`src/rtl/sershift.sv`:
```
module sershift #(
  parameter int WIDTH        = 8,
  parameter int SHIFT_MODE   = 0,
  parameter bit DIR_POL_HIGH = 1'b1,
  parameter bit EN_POL_HIGH  = 1'b1,
  parameter int RST_KIND     = 3,
  parameter bit FALL_EDGE    = 1'b0,
  parameter logic [WIDTH-1:0] RST_VAL = '0
) (
  input  logic             clk,
  input  logic             clk_en,
  input  logic             rst,
  input  logic             load,
  input  logic             dir,
  input  logic [WIDTH-1:0] din,
  output logic             sout
);
  localparam bit RST_ASYNC = (RST_KIND == 1) || (RST_KIND == 3);
  localparam bit RST_LOW   = (RST_KIND >= 2);

  logic             eff_clk;
  logic             rst_on;
  logic             en_on;
  logic             go_right;
  logic [WIDTH-1:0] q;
  logic [WIDTH-1:0] nxt;
  logic             fill_r;
  logic             fill_l;

  assign eff_clk  = FALL_EDGE ? ~clk : clk;
  assign rst_on   = RST_LOW ? ~rst : rst;
  assign en_on    = EN_POL_HIGH ? clk_en : ~clk_en;
  assign go_right = DIR_POL_HIGH ? dir : ~dir;

  generate
    if (SHIFT_MODE == 2) begin : g_circ
      assign fill_r = q[0];
      assign fill_l = q[WIDTH-1];
    end else if (SHIFT_MODE == 1) begin : g_arith
      assign fill_r = q[WIDTH-1];
      assign fill_l = 1'b0;
    end else begin : g_logic
      assign fill_r = 1'b0;
      assign fill_l = 1'b0;
    end
  endgenerate

  assign nxt  = go_right ? {fill_r, q[WIDTH-1:1]} : {q[WIDTH-2:0], fill_l};
  assign sout = go_right ? q[0] : q[WIDTH-1];

  generate
    if (RST_ASYNC) begin : g_arst
      always_ff @(posedge eff_clk or posedge rst_on) begin
        if (rst_on)     q <= RST_VAL;
        else if (en_on) q <= load ? din : nxt;
      end
    end else begin : g_srst
      always_ff @(posedge eff_clk) begin
        if (en_on) begin
          if (rst_on)    q <= RST_VAL;
          else if (load) q <= din;
          else           q <= nxt;
        end
      end
    end
  endgenerate
endmodule


```
`config.mk`:
```
export PLATFORM = sky130hd
export DESIGN_NAME = sershift
export DESIGN_NICKNAME = d
export VERILOG_FILES = /design/src/rtl/sershift.sv
export SDC_FILE = /design/constraint.sdc
export NUM_CORES = 1
export LEC_CHECK = 0
export BUFFER_PORTS_ARGS = -buffer_cell sky130_fd_sc_hd__buf_4
export CORE_MARGIN = 2
export CORE_UTILIZATION = 35
export DETAILED_ROUTE_END_ITERATION = 6
export GPL_TIMING_DRIVEN = 0
export PLACE_DENSITY = 0.69
export SLEW_MARGIN = 30
export SYNTH_ARGS = -nofsm -noshare
export SYNTH_HDL_FRONTEND = slang
export SYNTH_SLANG_ARGS = --single-unit
```
`constraint.sdc`:
```
create_clock -name clk -period 1.26 [get_ports clk]
set_input_delay 0.252 -clock clk [delete_from_list [all_inputs] [get_ports clk]]
set_output_delay 0.252 -clock clk [all_outputs]
set_load 0.005 [all_outputs]
```
==> results of run 1 <==
==> final cells by class <==
type	instances	area [µm²]
flip-flops and latches	8	200
fillers	117	636
well taps	15	18.8
repair buffers	17	134
clock buffers	3	22.5
multi-input cells	34	244
plain buffers	3	30.0
==> cell usage after synthesis <==
cell type and count:
a31oi_1 1, a31oi_2 1, buf_4 1, buf_6 2, dfrtp_1 8, mux2_2 1, mux2i_1 6, nand2_1 2
nand2b_1 7, nand3_1 6, nand3b_1 1, nor2_1 2, o211ai_1 6, or3b_1 1
==> power by group through the flow <==
stage,Combinational (mW),Sequential [mW],Clock (mW)
finish,0.174,0.318,0.191
global route,0.193,0.322,0.221
CTS,0.165,0.316,0.198
detailed placement,0.142,0.323,0
global placement,0.139,0.323,0
floorplan,0.0893,0.314,0
==> per-layer routing <==
layer / up-vias / wire length (µm) / global-route usage
li1: 204 / - / -
met1: 196 / 517 / 0.210
met2: 10 / 471 / 0.210
met3: 2 / 76 / 0.0978
met4: 0 / 12 / 0.0750
met5: - / 0 / 0
==> logic make-up (layout without fill, tap and decap cells) <==
logic type	Yosys count	after routing	synth area share
AOI/OAI and AO/OA	8	8	0.136
muxes	7	7	0.152
buffers and inverters	3	23	0.0638
and+or+nand+nor	19	19	0.223
DFF	8	8	0.426
==> worst reg2reg max path, cell delays in order (launching register included) <==
cell and delay [ns]:
dfrtp_1 0.38, buf_4 0.13, buf_4 0.13, mux2i_1 0.13, o211ai_1 0.09
==> worst paths after layout <==
check / slack [ns] / to / startpoint
worst max-delay path: -0.02 / sout / q[7]
worst min-delay path: 0.26 / q[6] / din[6]
worst max register to register: 0.27 / q[6] / q[7]
worst min register to register: 0.54 / q[6] / q[6]
max in group asynchronous: 0.77 / q[3] / rst
min in group asynchronous: 0.36 / q[1] / rst
==> timing repair <==
action,4_1_cts,5_1_grt
setup endpoints to repair,1,1
resized for setup,2,0
hold buffers,1,0
hold endpoints to repair,8,0
setup buffers,2,2
==> impl_metrics.yaml, run 1 <==
synth:
  synthTopCellsByArea: "dfrtp_1 (43%), mux2i_1 (13%), o211ai_1 (9.6%)"
  ys_warn_count: 0
  ys_seq_area_frac: 0.426
  ys_types: 14
  yosys.area.top_type_share: 0.426
  syn_area_per_cell_um2: 10.5
  synth_nets: 58
  synth_seq_cells: 8
  synth_area_um2: 470
  yosysTopAreaCell: "dfrtp_1"
  synth_cells: 45
layout:
  area_growth_pct: 38.0
  reg.largest.list: "q (8)"
  final_util: 0.505
  largest_reg_flops: 8
  final_cell_area_um2: 649
  drive_above_1_share: 0.369
  final_nets: 80
  finalNonFillerCells: 80
  mostFrequentLayoutCells: "buf_4 (16), dfrtp_1 (8), nand2b_1 (7)"
  regMostFlops: "q"
  layout_commonest_cell: "buf_4"
  diodes: 0
sta:
  clock_skew_ns: 0.00588
  slew_violations: 0
  rsz0062_at_grt: "true"
  hold_violations: 0
  fin_setup_tns_ns: -0.0172
  finalHoldWorstSlack_ns: 0.261
  max-slew-margin-rel: 0.839
  timing.fmax_mhz: 783
  worst_pin_slew_ns: 0.241
  finalCritPeriodShare: 1.01
  finalCriticalPeriod_ns: 1.28
  setup_violations: 1
  setup_ws_ns: -0.0172
routing:
  routed_wirelength_mm: 1.08
  initialDrtViolationCount: 7
  first_pass_iters: 4
  vias_per_cell: 5.15
  drcViolationCount: 0
  vias: 412
  routedWlPerCell_um: 13.5
  antenna_left: 0
clock_tree:
  cts_buffers: 3
  clk_path_buf_depth: 2
  root_buffer: "clkbuf_4"
  clk_latency_ns: 0.25
  cts_sinks: 8
  clkTransAtPathRegs_ns: 0.05
  cts_tree: "done"
  h-tree-depth: 1
worst_setup_path:
  cp_num_buf_inv: 1
  cp_slowest_stage_delay_ns: 0.38
  reg2reg_depth: 4
  cp_max_fo: 2
  slowest_stage: "dfrtp_1"
  path_cells: "mux2_4 > buf_6"
  startpoint_type: "flop"
  crit_type: "reg2out"
  critPathRequiredTime_ns: 1.01
  worstPathArrival_ns: 1.03
  critical_path_depth: 2
  worst_setup_path_end_kind: "output pin"
  crit_family: "flip-flops"
power:
  p_switching_uw: 178
  p_leak_nw: 0.298
  switching_share: 0.260
  finalPower_uw: 683
  p_comb_frac: 0.254
  clockPowerShare: 0.280
  sequentialPowerShare: 0.466
  vdd_ir_drop_max_mv: 0.844
  p_int_uw: 506
  powerDensity_nw_per_um2: 1050
die:
  fp.dieH_um: 40.7
  core_area_um2: 1280
  fp-row-count: 13
  die_w_um: 40.7
  ios: 14
  start_util: 0.366
  fp.dieArea_um2: 1650
place:
  placed_cells: 72
  globalplace.congestion: 0.731
  postPlaceCellArea_um2: 579
  dp_slack_ns: 0.155
  io_buffer_count: 12
outcome:
  status: "finished, violations left"
  violations: "negative setup slack"
hold_path:
  hold_depth: 3
  hold_path.class: "in2reg"
grt:
  grt_overflow: 0
  grtUsageTotal: 0.163
  grt_pass1_vias: 369
  grt_pass1_wl_mm: 1.64
  antenna_found_initial: 0
  grt_max_degree: 11
job:
  drv_cap: 0
No activity file was read; power rests on OpenSTA's default activity.
==> run 2: changes to the inputs <==
Clock period 1.26 ns to 1.4 ns, I/O delays scaled along.
==> run 2 against run 1 <==
Net effect: the run now ends clean; combinational power decreased by 26%; final cell count decreased by 5.0%; setup slack better by 0.090 ns; critical endpoint unchanged; critical path depth did not move; utilization fell by 2.9 points; total power fell by 14%; largest cell class unchanged.
==> impl_metrics.yaml, run 2 (synthesis results as in run 1) <==
power:
  switching_share: 0.261
  finalPower_uw: 589
  sequentialPowerShare: 0.489
  p_leak_nw: 0.273
  p_comb_frac: 0.220
  clockPowerShare: 0.291
  p_switching_uw: 154
  vdd_ir_drop_max_mv: 0.756
  p_int_uw: 436
  powerDensity_nw_per_um2: 963
layout:
  fillers: 116
  diodes: 0
  drive_above_1_share: 0.328
  regMostFlops: "q"
  final_nets: 76
  area_growth_pct: 30.1
  reg.largest.list: "q (8)"
  largest_reg_flops: 8
  final_cell_area_um2: 612
  mostFrequentLayoutCells: "buf_4 (13), dfrtp_1 (8), nand2b_1 (7)"
  layout_commonest_cell: "buf_4"
routing:
  routedWlPerCell_um: 13.3
  vias: 399
  vias_per_cell: 5.25
  first_pass_iters: 4
  initialDrtViolationCount: 7
  antenna_left: 0
  routed_wirelength_mm: 1.01
  drcViolationCount: 0
worst_setup_path:
  worstPathArrival_ns: 1.05
  startpoint_type: "flop"
  r2r-start: "q[6]"
  cp_max_fo: 3
  startpoint: "q[7]"
  worst_setup_path_end_kind: "output pin"
  critPathRequiredTime_ns: 1.12
  crit_type: "reg2out"
sta:
  max-slew-margin-rel: 0.839
  hold_violations: 0
  setup_ws_ns: 0.0724
  fin_setup_tns_ns: 0
  slew_violations: 0
  setup_violations: 0
  timing.fmax_mhz: 753
  clock_skew_ns: 0.00489
  rsz0062_at_grt: "false"
  finalCritPeriodShare: 0.948
  worst_pin_slew_ns: 0.241
  finalCriticalPeriod_ns: 1.33
outcome:
  status: "completed"
die:
  core_area_um2: 1280
  die_w_um: 40.7
  fp.dieArea_um2: 1650
  start_util: 0.366
  fp.dieH_um: 40.7
  ios: 14
  fp-row-count: 13
clock_tree:
  cts_tree: "done"
  clk_latency_ns: 0.25
  postCtsResizedCells: 0
  h-tree-depth: 1
  clkTransAtPathRegs_ns: 0.05
  cts_buffers: 3
  cts_sinks: 8
  clk_path_buf_depth: 2
  root_buffer: "clkbuf_4"
grt:
  antenna_found_initial: 0
  grt_max_degree: 11
  grt_pass1_wl_mm: 1.59
  grtUsageTotal: 0.159
  grt_pass1_vias: 355
  grt_overflow: 0
place:
  dp_slack_ns: 0.239
  postPlaceCellArea_um2: 579
  io_buffer_count: 12
  globalplace.congestion: 0.731
job:
  drv_cap: 0
hold_path:
  hold_path.class: "in2reg"
  worstHoldStart: "din[6]"
==> run 2: cell count changes in the layout (fill, tap and decap cells not counted), sizes merged <==
cell  delta
buf      -4
==> run 2: what timing repair did <==
action | CTS | global route
setup endpoints to repair | 0 | 0
hold endpoints to repair | 8 | 0
hold buffers | 1 | 0
buffers inserted | 0 | 0
==> run 2: per-layer routing <==
metal  routed length [µm]  GRT usage  vias to the layer above
met3                   80     0.0978                        2
met1                  482      0.210                      189
met4                   12     0.0750                        0
li1                     -          -                      196
met2                  432      0.198                       12
met5                    0          0                        -
==> run 2: per-stage QoR <==
stage / utilization / hold slack, ns / cells
floorplan: - / -0.0156 / 45
global placement: 0.451 / 0.105 / 72
CTS: 0.476 / 0.289 / 76
global route: 0.476 / 0.299 / 76
detailed placement: 0.451 / 0.102 / 72
finish: 0.476 / 0.289 / 76
==> run 2: layout make-up <==
type | instances | area (µm²) | area share
tap | 15 | 18.8 | 0.0307
buffer | 3 | 30.0 | 0.0491
multi-input combinational | 34 | 240 | 0.393
timing repair buffer | 13 | 100 | 0.164
sequential | 8 | 200 | 0.327
clock buffer | 3 | 22.5 | 0.0368
==> run 2: critical path, cell delays in order, from the launching register on <==
cell	delay [ns]
dfrtp_1	0.40
mux2_2	0.27
buf_4	0.13
==> run 2: path summary, 6_finish.rpt <==
kind                        end  slack (ns)  depth (start not counted)
min in group asynchronous  q[1]        0.38                          2
setup reg to reg           q[7]        0.44                          2
max in group asynchronous  q[3]        0.89                          2
hold reg to reg            q[6]        0.53                          2
setup / recovery           sout        0.07                          2
hold / removal             q[6]        0.29                          3
==> run 2: power groups by stage <==
stage | registers (mW) | logic (mW) | clock network, mW
floorplan | 0.283 | 0.0803 | 0
detailed placement | 0.290 | 0.128 | 0
finish | 0.288 | 0.129 | 0.172
CTS | 0.287 | 0.131 | 0.178
global route | 0.292 | 0.145 | 0.198
global placement | 0.290 | 0.125 | 0
==> run 3: changes to the inputs <==
Settings changed: REMOVE_ABC_BUFFERS from default to 1.
==> run 3 against run 2 <==
Net effect: register-to-register slack got worse by 0.03 ns; first-iteration DRC count decreased by 14%; total power about the same; flip-flop and latch count unchanged; clock skew decreased by 0.0043 ns; critical endpoint unchanged; largest cell class unchanged; highest routed layer unchanged.
==> impl_metrics.yaml, run 3 (synthesis results as in run 1) <==
grt:
  grtUsageTotal: 0.145
  grt_pass1_vias: 360
  grt_pass1_wl_mm: 1.50
  grt_max_degree: 18
  grt_overflow: 0
  antenna_found_initial: 0
power:
  vdd_ir_drop_max_mv: 0.395
  p_int_uw: 430
  p_switching_uw: 159
  sequentialPowerShare: 0.490
  p_comb_frac: 0.211
  clockPowerShare: 0.300
  switching_share: 0.270
  p_leak_nw: 0.261
  powerDensity_nw_per_um2: 1000
routing:
  routed_wirelength_mm: 1.02
  vias_per_cell: 5.39
  routedWlPerCell_um: 13.8
  first_pass_iters: 4
  drcViolationCount: 0
  vias: 399
  antenna_left: 0
  initialDrtViolationCount: 6
die:
  fp.dieArea_um2: 1650
  ios: 14
  fp.dieH_um: 40.7
  die_w_um: 40.7
  core_area_um2: 1280
  start_util: 0.366
  fp-row-count: 13
worst_setup_path:
  rrSetupSlack_ns: 0.41
  worst_setup_path_end_kind: "output pin"
  critPathRequiredTime_ns: 1.12
  reg2reg_depth: 2
  startpoint_type: "flop"
  reg2reg_to: "q[7]"
  slowest_stage: "dfrtp_1"
  cp_max_fo: 3
  cp_slowest_stage_delay_ns: 0.40
  crit_type: "reg2out"
  worstPathArrival_ns: 1.06
  path_cells: "mux2_2 > buf_4"
  r2r-start: "q[6]"
clock_tree:
  postCtsResizedCells: 0
  cts_tree: "done"
  clkTransAtPathRegs_ns: 0.05
  clk_latency_ns: 0.25
  holdBufCountCts: 1
  h-tree-depth: 1
  root_buffer: "clkbuf_4"
  clk_path_buf_depth: 2
  cts_sinks: 8
  cts_buffers: 3
  postCtsSetupBuffers: 0
layout:
  layout_commonest_cell: "buf_4"
  diodes: 0
  final_nets: 74
  largest_reg_flops: 8
  reg.largest.list: "q (8)"
  drive_above_1_share: 0.305
  final_cell_area_um2: 589
  finalNonFillerCells: 74
  regMostFlops: "q"
  area_growth_pct: 25.3
  mostFrequentLayoutCells: "buf_4 (13), dfrtp_1 (8), nand2b_1 (7)"
place:
  postPlaceCellArea_um2: 557
  dp_slack_ns: 0.197
  io_buffer_count: 13
  hpwl_um: 734
  placed_cells: 70
  globalplace.congestion: 0.718
sta:
  timing.fmax_mhz: 748
  setup_violations: 0
  slew_violations: 0
  rsz0062_at_grt: "false"
  max-slew-margin-rel: 0.843
  setup_ws_ns: 0.0635
  finalCriticalPeriod_ns: 1.34
  worst_pin_slew_ns: 0.235
  fin_setup_tns_ns: 0
  clock_skew_ns: 0.000549
  hold_violations: 0
  finalCritPeriodShare: 0.955
hold_path:
  whs_endpoint: "q[2]"
  hold_depth: 3
  worstHoldStart: "din[2]"
  hold_path.class: "in2reg"
job:
  drv_cap: 0
outcome:
  status: "completed"
==> run 3: cell count changes in the layout (fill, tap and decap cells not counted), sizes merged <==
cell / before / now
buf: 15 / 13
==> run 3: worst max path at each step <==
stage	startpoint	endpoint	slack, ns	cells past startpoint
3_3_place_gp	dir	sout	0.21	3
5_1_grt	q[7]	sout	0.02	2
6_report	q[0]	sout	0.06	2
2_1_floorplan	q[6]	q[7]	0.49	2
3_5_place_dp	dir	sout	0.20	3
4_1_cts	q[7]	sout	0.05	2
==> run 3: power by group through the flow <==
stage,sequential [mW],clock [mW],combinational (mW)
finish,0.289,0.177,0.124
global route,0.292,0.197,0.137
CTS,0.288,0.182,0.126
detailed placement,0.292,0,0.123
global placement,0.290,0,0.119
floorplan,0.283,0,0.0636
==> run 3: final cells by class <==
class                      instances  area, µm²
tap                               15       18.8
clock buffer                       3       22.5
fill                             120        696
sequential                         8        200
multi-input combinational         34        240
timing repair buffer              14        108
==> run 3: worst max-delay path, delay by kind of cell (launching register included) <==
kind	cells	cell delay (ns)
flops	1	0.40
buf+inv	1	0.13
mux	1	0.27
==> run 3: stage by stage <==
| step | util | hold slack, ns | total power [mW] |
|---|---|---|---|
| final | 0.459 | 0.287 | 0.589 |
| after floorplan | - | -0.0156 | 0.346 |
| after CTS | 0.459 | 0.284 | 0.596 |
| after detailed placement | 0.433 | 0.104 | 0.415 |
| after global routing | 0.459 | 0.282 | 0.626 |
| after global placement | 0.433 | 0.104 | 0.409 |
==> run 3: layer usage <==
layer / up-vias / part of all wire / track usage / routed length [µm]
met2: 11 / 0.49 / 0.234 / 504
li1: 194 / - / - / -
met1: 192 / 0.44 / 0.168 / 447
met3: 2 / 0.052 / 0.0489 / 53
met5: - / 0 / 0 / 0
met4: 0 / 0.016 / 0.0750 / 16
